==> src/rtl/boot_seq_pkg.sv <==
package boot_seq_pkg;
  typedef enum logic [3:0] {
    ST_BIST, ST_PLL, ST_DECODE, ST_PROBE_REQ, ST_PROBE_WAIT,
    ST_LOAD_REQ, ST_LOAD_WAIT, ST_SPI_WAIT, ST_ECLIPSE, ST_RUN,
    ST_SERVICE, ST_DEBUG, ST_STRAP_ERR, ST_ALL_BAD
  } seqState_e;

  typedef struct packed {
    logic captureStrap;
    logic slotClear;
    logic slotAdvance;
  } dpCtl_t;

  localparam logic [2:0] STRAP_FUNC  = 3'b001;
  localparam logic [2:0] STRAP_FLASH = 3'b101;
  localparam logic [2:0] STRAP_DEBUG = 3'b011;

  localparam logic [1:0] MODE_NONE  = 2'd0;
  localparam logic [1:0] MODE_FUNC  = 2'd1;
  localparam logic [1:0] MODE_FLASH = 2'd2;
  localparam logic [1:0] MODE_DEBUG = 2'd3;

  localparam logic [2:0] STAT_BUSY     = 3'd0;
  localparam logic [2:0] STAT_FLASH_OK = 3'd1;
  localparam logic [2:0] STAT_SPI_OK   = 3'd2;
  localparam logic [2:0] STAT_SERVICE  = 3'd3;
  localparam logic [2:0] STAT_DEBUG    = 3'd4;
  localparam logic [2:0] STAT_STRAPERR = 3'd5;
  localparam logic [2:0] STAT_ALLBAD   = 3'd6;
endpackage

==> src/rtl/boot_seq_dp.sv <==
module boot_seq_dp
  import boot_seq_pkg::*;
#(
  parameter int SLOT_COUNT = 4,
  parameter int ADDR_W = 24,
  parameter logic [ADDR_W-1:0] SLOT_STRIDE = 24'h080000,
  parameter int CLK_DIV = 5
) (
  input  logic              clk,
  input  logic              rstN,
  input  dpCtl_t            ctl,
  input  logic [2:0]        strapIn,
  output logic [2:0]        strapCode,
  output logic              slotLast,
  output logic [ADDR_W-1:0] flAddr,
  output logic [1:0]        bootMode,
  output logic              flClkEn
);
  localparam int SLOT_W = (SLOT_COUNT > 1) ? $clog2(SLOT_COUNT) : 1;
  localparam int DIV_W  = (CLK_DIV > 1) ? $clog2(CLK_DIV) : 1;

  logic [SLOT_W-1:0] slotIdx;
  logic [DIV_W-1:0]  divCnt;
  logic [2:0]        strapReg;
  logic [1:0]        modeReg;

  always_ff @(posedge clk or negedge rstN) begin
    if (!rstN) begin
      strapReg <= '0;
      modeReg  <= MODE_NONE;
    end else if (ctl.captureStrap) begin
      strapReg <= strapIn;
      case (strapIn)
        STRAP_FUNC:  modeReg <= MODE_FUNC;
        STRAP_FLASH: modeReg <= MODE_FLASH;
        STRAP_DEBUG: modeReg <= MODE_DEBUG;
        default:     modeReg <= MODE_NONE;
      endcase
    end
  end

  always_ff @(posedge clk or negedge rstN) begin
    if (!rstN)                slotIdx <= '0;
    else if (ctl.slotClear)   slotIdx <= '0;
    else if (ctl.slotAdvance) slotIdx <= slotIdx + 1'b1;
  end

  always_ff @(posedge clk or negedge rstN) begin
    if (!rstN)                              divCnt <= '0;
    else if (divCnt == DIV_W'(CLK_DIV - 1)) divCnt <= '0;
    else                                    divCnt <= divCnt + 1'b1;
  end

  assign strapCode = strapReg;
  assign bootMode  = modeReg;
  assign slotLast  = (slotIdx == SLOT_W'(SLOT_COUNT - 1));
  assign flAddr    = ADDR_W'(slotIdx) * SLOT_STRIDE;
  assign flClkEn   = (divCnt == DIV_W'(CLK_DIV - 1));


  slot_no_wrap_chk: assert property (@(posedge clk) disable iff (!rstN)
    ctl.slotAdvance |-> !slotLast);

  clk_en_single_chk: assert property (@(posedge clk) disable iff (!rstN)
    flClkEn |=> !flClkEn);

  strap_hold_chk: assert property (@(posedge clk) disable iff (!rstN)
    !ctl.captureStrap |=> $stable(strapCode));
endmodule

==> src/rtl/boot_seq_ctrl.sv <==
module boot_seq_ctrl
  import boot_seq_pkg::*;
(
  input  logic       clk,
  input  logic       rstN,
  input  logic       bistDone,
  input  logic       pllLock,
  input  logic [2:0] strapCode,
  input  logic       slotLast,
  input  logic       flDone,
  input  logic       flOk,
  input  logic       spiLoadDone,
  output dpCtl_t     ctl,
  output logic       flReq,
  output logic       flOp,
  output logic       hostIrq,
  output logic       eclipse,
  output logic       cpuRelease,
  output logic [2:0] bootStatus
);
  seqState_e state, nextState;
  logic viaSpi;

  always_comb begin
    nextState = state;
    ctl = '0;
    case (state)
      ST_BIST: if (bistDone) nextState = ST_PLL;
      ST_PLL: if (pllLock) begin
        ctl.captureStrap = 1'b1;
        nextState = ST_DECODE;
      end
      ST_DECODE: begin
        ctl.slotClear = 1'b1;
        case (strapCode)
          STRAP_FUNC:  nextState = ST_PROBE_REQ;
          STRAP_FLASH: nextState = ST_SERVICE;
          STRAP_DEBUG: nextState = ST_DEBUG;
          default:     nextState = ST_STRAP_ERR;
        endcase
      end
      ST_PROBE_REQ: nextState = ST_PROBE_WAIT;
      ST_PROBE_WAIT: if (flDone) nextState = flOk ? ST_LOAD_REQ : ST_SPI_WAIT;
      ST_LOAD_REQ: nextState = ST_LOAD_WAIT;
      ST_LOAD_WAIT: if (flDone) begin
        if (flOk) nextState = ST_ECLIPSE;
        else if (slotLast) nextState = ST_ALL_BAD;
        else begin
          ctl.slotAdvance = 1'b1;
          nextState = ST_LOAD_REQ;
        end
      end
      ST_SPI_WAIT: if (spiLoadDone) nextState = ST_ECLIPSE;
      ST_ECLIPSE: nextState = ST_RUN;
      default: nextState = state;
    endcase
  end

  always_ff @(posedge clk or negedge rstN) begin
    if (!rstN) begin
      state  <= ST_BIST;
      viaSpi <= 1'b0;
    end else begin
      state <= nextState;
      if (state == ST_PROBE_WAIT && flDone && !flOk) viaSpi <= 1'b1;
    end
  end

  assign flReq      = (state == ST_PROBE_REQ) || (state == ST_LOAD_REQ);
  assign flOp       = (state == ST_LOAD_REQ);
  assign hostIrq    = (state == ST_SPI_WAIT);
  assign eclipse    = (state == ST_ECLIPSE) || (state == ST_RUN);
  assign cpuRelease = (state == ST_RUN);

  always_comb begin
    case (state)
      ST_RUN:       bootStatus = viaSpi ? STAT_SPI_OK : STAT_FLASH_OK;
      ST_SERVICE:   bootStatus = STAT_SERVICE;
      ST_DEBUG:     bootStatus = STAT_DEBUG;
      ST_STRAP_ERR: bootStatus = STAT_STRAPERR;
      ST_ALL_BAD:   bootStatus = STAT_ALLBAD;
      default:      bootStatus = STAT_BUSY;
    endcase
  end


  eclipse_first_chk: assert property (@(posedge clk) disable iff (!rstN)
    $rose(cpuRelease) |-> $past(eclipse));

  release_hold_chk: assert property (@(posedge clk) disable iff (!rstN)
    cpuRelease |=> cpuRelease && eclipse);

  req_pulse_chk: assert property (@(posedge clk) disable iff (!rstN)
    flReq |=> !flReq);

  irq_no_req_chk: assert property (@(posedge clk) disable iff (!rstN)
    hostIrq |-> !flReq);

  strap_err_sticky_chk: assert property (@(posedge clk) disable iff (!rstN)
    (bootStatus == STAT_STRAPERR) |=> (bootStatus == STAT_STRAPERR));

  all_bad_quiet_chk: assert property (@(posedge clk) disable iff (!rstN)
    (bootStatus == STAT_ALLBAD) |-> !flReq && !cpuRelease);
endmodule

==> src/rtl/boot_seq_top.sv <==
module boot_seq_top
  import boot_seq_pkg::*;
#(
  parameter int SLOT_COUNT = 4,
  parameter int ADDR_W = 24,
  parameter logic [ADDR_W-1:0] SLOT_STRIDE = 24'h080000,
  parameter int CLK_DIV = 5
) (
  input  logic              clk,
  input  logic              rstN,
  input  logic [2:0]        strapIn,
  input  logic              bistDone,
  input  logic              pllLock,
  output logic              flReq,
  output logic              flOp,
  output logic [ADDR_W-1:0] flAddr,
  input  logic              flDone,
  input  logic              flOk,
  output logic              hostIrq,
  input  logic              spiLoadDone,
  output logic              flClkEn,
  output logic [1:0]        bootMode,
  output logic [2:0]        bootStatus,
  output logic              eclipse,
  output logic              cpuRelease
);
  dpCtl_t     ctl;
  logic [2:0] strapCode;
  logic       slotLast;

  boot_seq_ctrl i_ctrl (
    .clk, .rstN, .bistDone, .pllLock, .strapCode, .slotLast,
    .flDone, .flOk, .spiLoadDone, .ctl, .flReq, .flOp, .hostIrq,
    .eclipse, .cpuRelease, .bootStatus
  );

  boot_seq_dp #(
    .SLOT_COUNT(SLOT_COUNT), .ADDR_W(ADDR_W),
    .SLOT_STRIDE(SLOT_STRIDE), .CLK_DIV(CLK_DIV)
  ) i_dp (
    .clk, .rstN, .ctl, .strapIn, .strapCode, .slotLast, .flAddr,
    .bootMode, .flClkEn
  );
endmodule

==> config.mk <==
export PLATFORM = sky130hd
export DESIGN_NAME = boot_seq_top
export DESIGN_NICKNAME = d
export VERILOG_FILES = /design/src/rtl/boot_seq_pkg.sv /design/src/rtl/boot_seq_dp.sv /design/src/rtl/boot_seq_ctrl.sv /design/src/rtl/boot_seq_top.sv
export SDC_FILE = /design/constraint.sdc
export NUM_CORES = 1
export LEC_CHECK = 0
export ABC_AREA = 1
export ABC_CLOCK_PERIOD_IN_PS = 1900
export BUFFER_PORTS_ARGS = -buffer_cell sky130_fd_sc_hd__buf_2
export CORE_UTILIZATION = 25
export DETAILED_ROUTE_END_ITERATION = 6
export HOLD_SLACK_MARGIN = 0.08
export MAX_ROUTING_LAYER = met4
export PLACE_DENSITY = 0.45
export SYNTH_ARGS = -nofsm -noshare
export SYNTH_HDL_FRONTEND = slang
export SYNTH_HIERARCHICAL = 1
export SYNTH_SLANG_ARGS = --single-unit
==> constraint.sdc <==
create_clock -name clk -period 1.9 [get_ports clk]
set_input_delay 0.38 -clock clk [delete_from_list [all_inputs] [get_ports clk]]
set_output_delay 0.38 -clock clk [all_outputs]
set_load 0.02 [all_outputs]
## Yosys cells after proc, flatten, opt, wreduce, memory -nomap -nowiden

Cells that the tools add are included.

- Add/sub/neg operators: 2
- Equality and inequality tests: 26
- Multiplexer cells: 23
- Reductions and logical operators: 9

Operator list:

| kind | number |
|---|---|
| $pmux W4 S9 | 1 |
| $mux W4 | 7 |
| $eq A4 B4 Y1 const B | 6 |
| $eq A4 B3 Y1 const B | 4 |
| $pmux W3 S5 | 1 |
| $pmux W4 S3 | 1 |
| $eq A3 B3 Y1 const B | 3 |
| $reduce_bool A9 Y1 | 1 |
| $eq A4 B2 Y1 const B | 2 |
| $mux W2 | 4 |
| $ne A2 B2 Y1 const B | 4 |
| $mux W1 | 7 |
| $eq A3 B1 Y1 const B | 2 |
| $eq A3 B2 Y1 const B | 2 |
| $pmux W2 S3 | 1 |
| $reduce_and A6 Y1 | 1 |
| $eq A4 B1 Y1 const B | 1 |
| $logic_not A4 Y1 | 1 |
| $add A3 B1 Y3 const B | 1 |
| $mux W3 | 1 |
| $add A2 B1 Y2 const B | 1 |
| $eq A2 B2 Y1 const B | 1 |
| $logic_and A1 B1 Y1 | 2 |
| $logic_or A1 B1 Y1 | 2 |
| 3 further kinds | 3 |

- Register bits after elaboration: 15
- Bits of input ports: 10
- Output and inout port bits: 35
- Logic and storage cells: 66

## Logic depth before layout (Yosys ltp)

- Depth after elaboration: 7
- Mapped depth: 9
- Depth with buffers taken out: 8

## By module

The synthesis kept the hierarchy.

Modules (own cells, without submodules):

| module | instances | cells each | area each (um2) | sequential area each (um2) |
|---|---|---|---|---|
| boot_seq_ctrl | 1 | 91 | 606.8 | 125.1 |
| boot_seq_dp | 1 | 67 | 594.3 | 250.2 |

## Least setup slack after synthesis

OpenSTA, ideal clock, no wires.

- Kind: register -> register
- Start point: register i_dp.slotIdx[0]
- End point: register i_dp.slotIdx[1]
- Library setup time: 122 ps
- Data arrival time: 1,524 ps
- Data required time: 1,778 ps
- Slack: 254 ps
- Stages on the path, launching flop included: 7
- Path buffers: 0
- Clock period less this slack: 1,646 ps
- Path through: dfrtp_1 > ha_1 > or2_2 > nor4_1 > inv_1 > nor2_1 > nor3_2

RTL lines:

| what | RTL line | text |
|---|---|---|
| from (decl) | boot_seq_dp.sv:22 | `logic [SLOT_W-1:0] slotIdx;` |
| from (signal assigned) | boot_seq_dp.sv:45 | `else if (ctl.slotAdvance) slotIdx <= slotIdx + 1'b1;` |

## Worst setup path after layout

- Start point: register i_ctrl.state[2]
- End point: output bootStatus[0]

- Cells in the longest elaborated chain, start to end: 2
- Elaborated cells on any way between the ends: 6
- Classes of those cells: eq/ne: 5; mux: 1

RTL lines:

| what | RTL line | text |
|---|---|---|
| from (decl) | boot_seq_ctrl.sv:21 | `seqState_e state, nextState;` |
| from (signal assigned) | boot_seq_ctrl.sv:64 | `state <= nextState;` |
| $eq A4 B4 Y1 | boot_seq_ctrl.sv:76 | `case (state)` |
| $pmux W3 S5 (*) | boot_seq_ctrl.sv:76 |  |
| to (decl) | boot_seq_top.sv:23 | `output logic [2:0] bootStatus,` |

Mark *: on every way between the ends. The rest lies on a longest branch, timed or not.

==> impl_metrics.yaml <==
global_routing:
  grt_pass1_wl_um: 4090
  overflow: 0
  antenna_found_initial: 0
  grt_max_degree: 16
  track_usage_pct: 10.5
  grt_pass1_vias: 869
final_layout:
  area_growth_pct: 11.7
  nets: 198
  fin_util_pct: 30.0
  diodes: 0
  layout-drive-gt1-share_pct: 29.9
yosys:
  synth_top_family_by_area: "simple AND/OR/NAND/NOR gates"
  synth.avg_cell_area_sq_um: 7.60
  synth_xor_area_share_pct: 1.46
  yosysUniqueCellTypes: 27
  yosys-top-cells-area: "dfrtp_1, buf_4, nand2_1, inv_1, nor2_1"
  synth_most_common_cell: "nand2_1"
  synthDominantCellAreaShare_pct: 31.3
  yosys.area_share.simple_pct: 34.6
  synth-edff-count: 0
  syn_area_sq_um: 1200
  syn-instance-count: 158
  synth_seq_cells: 15
  synth_top_area_cell: "dfrtp_1"
  synthAdderAreaFrac_pct: 3.13
  synth_warnings: 6
  synth_ff_type: "dfrtp_1"
  synth-compound-area-share_pct: 6.25
  synthMuxAreaShare_pct: 0
  yosysSeqAreaShare_pct: 31.3
  async_flop_share_pct: 100
  yosys-top-cells-count: "nand2_1, buf_4, inv_1"
floorplanning:
  io_pins: 45
  fp-row-count: 24
  core_sq_um: 4470
  design.die.area_sq_um: 5090
  die_h_um: 71.3
  die_w_um: 71.3
  initial_core_util_pct: 26.8
pwr:
  pwr-share-comb_pct: 12.5
  power_frac_clock_pct: 38.5
  power.switching_w: 0.000186
  ir_worst_vdd_v: 0.000262
  p_sw_share_pct: 27.5
  pwr-share-seq_pct: 49.0
  p_per_area_nw_per_um2: 504
  power_leakage_nw: 0.705
  p_total_w: 0.000676
  p_int_w: 0.000490
drt:
  drc_errors: 6
  first_iter_violations: 39
  viasPerCell: 3.97
  post_drt_wl_per_cell_um: 9.92
  ant_nets: 0
  first_pass_iters: 6
  wl_um: 2340
  vias: 936
placement:
  gp_congestion: 0.846
  post-place-ws_ps: 295
  port_buffers: 22
  dp.final_hpwl_um: 1960
sta:
  post-route-min-period_ps: 1780
  finalClockSkew_ps: 1.91
  slew_violations: 0
  hold_slack_ps: 347
  final.setup.tns_ps: 0
  setup-violations-final: 0
  worst_slack_ps: 117
  rsz0062_at_grt: "no"
  hold_violations: 0
  clock.fmax_ghz: 0.561
  finalCritPeriodShare_pct: 93.8
min_path:
  hold_end: "i_dp/bootMode[0]"
  min_path_cells: 2
  hp-class: "in -> reg"
  worstHoldStart: "strapIn[2]"
setup_path:
  reg2regPathDepth: 7
  critPathCaptureType: "output pin"
  path_max_fanout: 6
  reg2reg_slack_ps: 360
  required_ps: 1520
  worstPathArrival_ps: 1400
  r2r_end: "i_dp/slotIdx[1]"
  regToRegStartpoint: "i_dp/slotIdx[0]"
  critPathLaunchType: "register"
  criticalPathCategory: "reg -> out"
status:
  violations: "design-rule violations"
  status: "complete, but fails checks"
run:
  drv_cap: 0
clocking:
  cts_max_path_buffers: 2
  cts_made_buffers: 3
  clock_latency_ps: 250
  cts_setup_buffers: 0
  cts_tree: "yes"
  cts.sinks: 15
  htree_levels: 1
  cts-root-buf: "clkbuf_8"
  clk_pin_slew_ps: 60
-- worst max-delay path: stages, from the launching register on --
cell and delay (ps):
dfrtp_1 460, inv_2 150, nand2_2 90, nor2_2 140, nand2_1 60, o211ai_1 70, buf_2 190
-- state kept, by name (all words and copies together) (netlist names) --
signal          cells
i_ctrl/viaSpi       1
i_ctrl/state        4
i_dp/bootMode       2
i_dp/strapCode      3
i_dp/divCnt         3
i_dp/slotIdx        2
-- what timing repair did --
| item | in CTS | in global routing |
|---|---|---|
| gates resized for setup | 0 | 2 |
| hold buffers | 1 | 0 |
| setup endpoints to repair | 0 | 1 |
| endpoints found under the hold margin | 15 | 0 |
-- power groups by stage --
| stage | clock (W) | combinational (W) | sequential (W) |
|---|---|---|---|
| 6_report | 0.000260 | 0.0000844 | 0.000332 |
| 5_1_grt | 0.000290 | 0.0000934 | 0.000333 |
| 3_3_place_gp | 0 | 0.0000839 | 0.000338 |
| 2_1_floorplan | 0 | 0.0000896 | 0.000342 |
| 4_1_cts | 0.000275 | 0.0000850 | 0.000332 |
| 3_5_place_dp | 0 | 0.0000834 | 0.000338 |
-- final cells by class --
class	count	area [sq um]
repair buffers	25	135
clock inverters	1	5.00
well taps	52	65.1
inverters	23	88.8
flip-flops and latches	15	378
multi-input cells	117	628
fillers	500	3130
clock buffers	3	41.3
-- cell usage in the layout, fill, tap and decap left out --
cell           synthesis  routed
clkbuf_8               0       3
nor3_1                 1       1
buf_2                  0      22
nand3_2                2       2
nand2_4                2       2
nor2_4                 5       5
dfrtp_2                0       2
nand2_2                7       7
buf_4                 22       2
nand4_1                1       1
ha_1                   3       3
nor2_2                 1       1
conb_1                 1      22
o211ai_1               2       2
inv_2                  4       4
nor3_2                 1       1
or2_2                  1       1
nand2_1               32      32
inv_1                 18      18
o21ai_0                5       5
dlygate4sd3_1          0       1
o22ai_1                2       2
nand3_4                1       1
clkinv_2               0       1
nand3_1                7       7
xnor2_1                2       2
nor4_1                 1       1
inv_4                  1       1
o21bai_1               3       3
nor2_1                16      16
dfrtp_1               15      13
-- metal layers --
metal	GRT usage, %	part of all wire [%]	vias to the layer above
met1	14.1	50	410
met2	16.0	44	27
li1	-	-	497
met3	1.83	5.9	2
met5	-	0	-
met4	3.33	0.47	0
-- logic make-up after synthesis --
| logic type | count (synthesis) |
|---|---|
| XOR/XNOR | 2 |
| AND/OR/NAND/NOR | 78 |
| flip-flops | 15 |
| adder cells (fa/ha/maj) | 3 |
| AO/OA/AOI/OAI | 12 |
| other | 1 |
| buffers and inverters | 47 |
-- how the worst max path moves through the flow --
stage / from / to / slack [ps]
after floorplan: i_dp/slotIdx[0] / i_dp/slotIdx[1] / 250
after global placement: i_ctrl/state[1] / bootStatus[0] / 320
after detailed placement: i_ctrl/state[1] / i_dp/strapCode[2] / 290
after CTS: i_ctrl/state[1] / bootStatus[0] / 30
after global routing: i_ctrl/state[2] / bootStatus[0] / 10
final: i_ctrl/state[2] / bootStatus[0] / 120
-- per-stage QoR --
| step | area [sq um] | instances |
|---|---|---|
| 2_1_floorplan | 1280 | 179 |
| 3_3_place_gp | 1280 | 231 |
| 3_5_place_dp | 1280 | 231 |
| 4_1_cts | 1340 | 236 |
| 5_1_grt | 1340 | 236 |
| 6_report | 1340 | 236 |
Note: power is estimated with default switching activity, not from simulation.
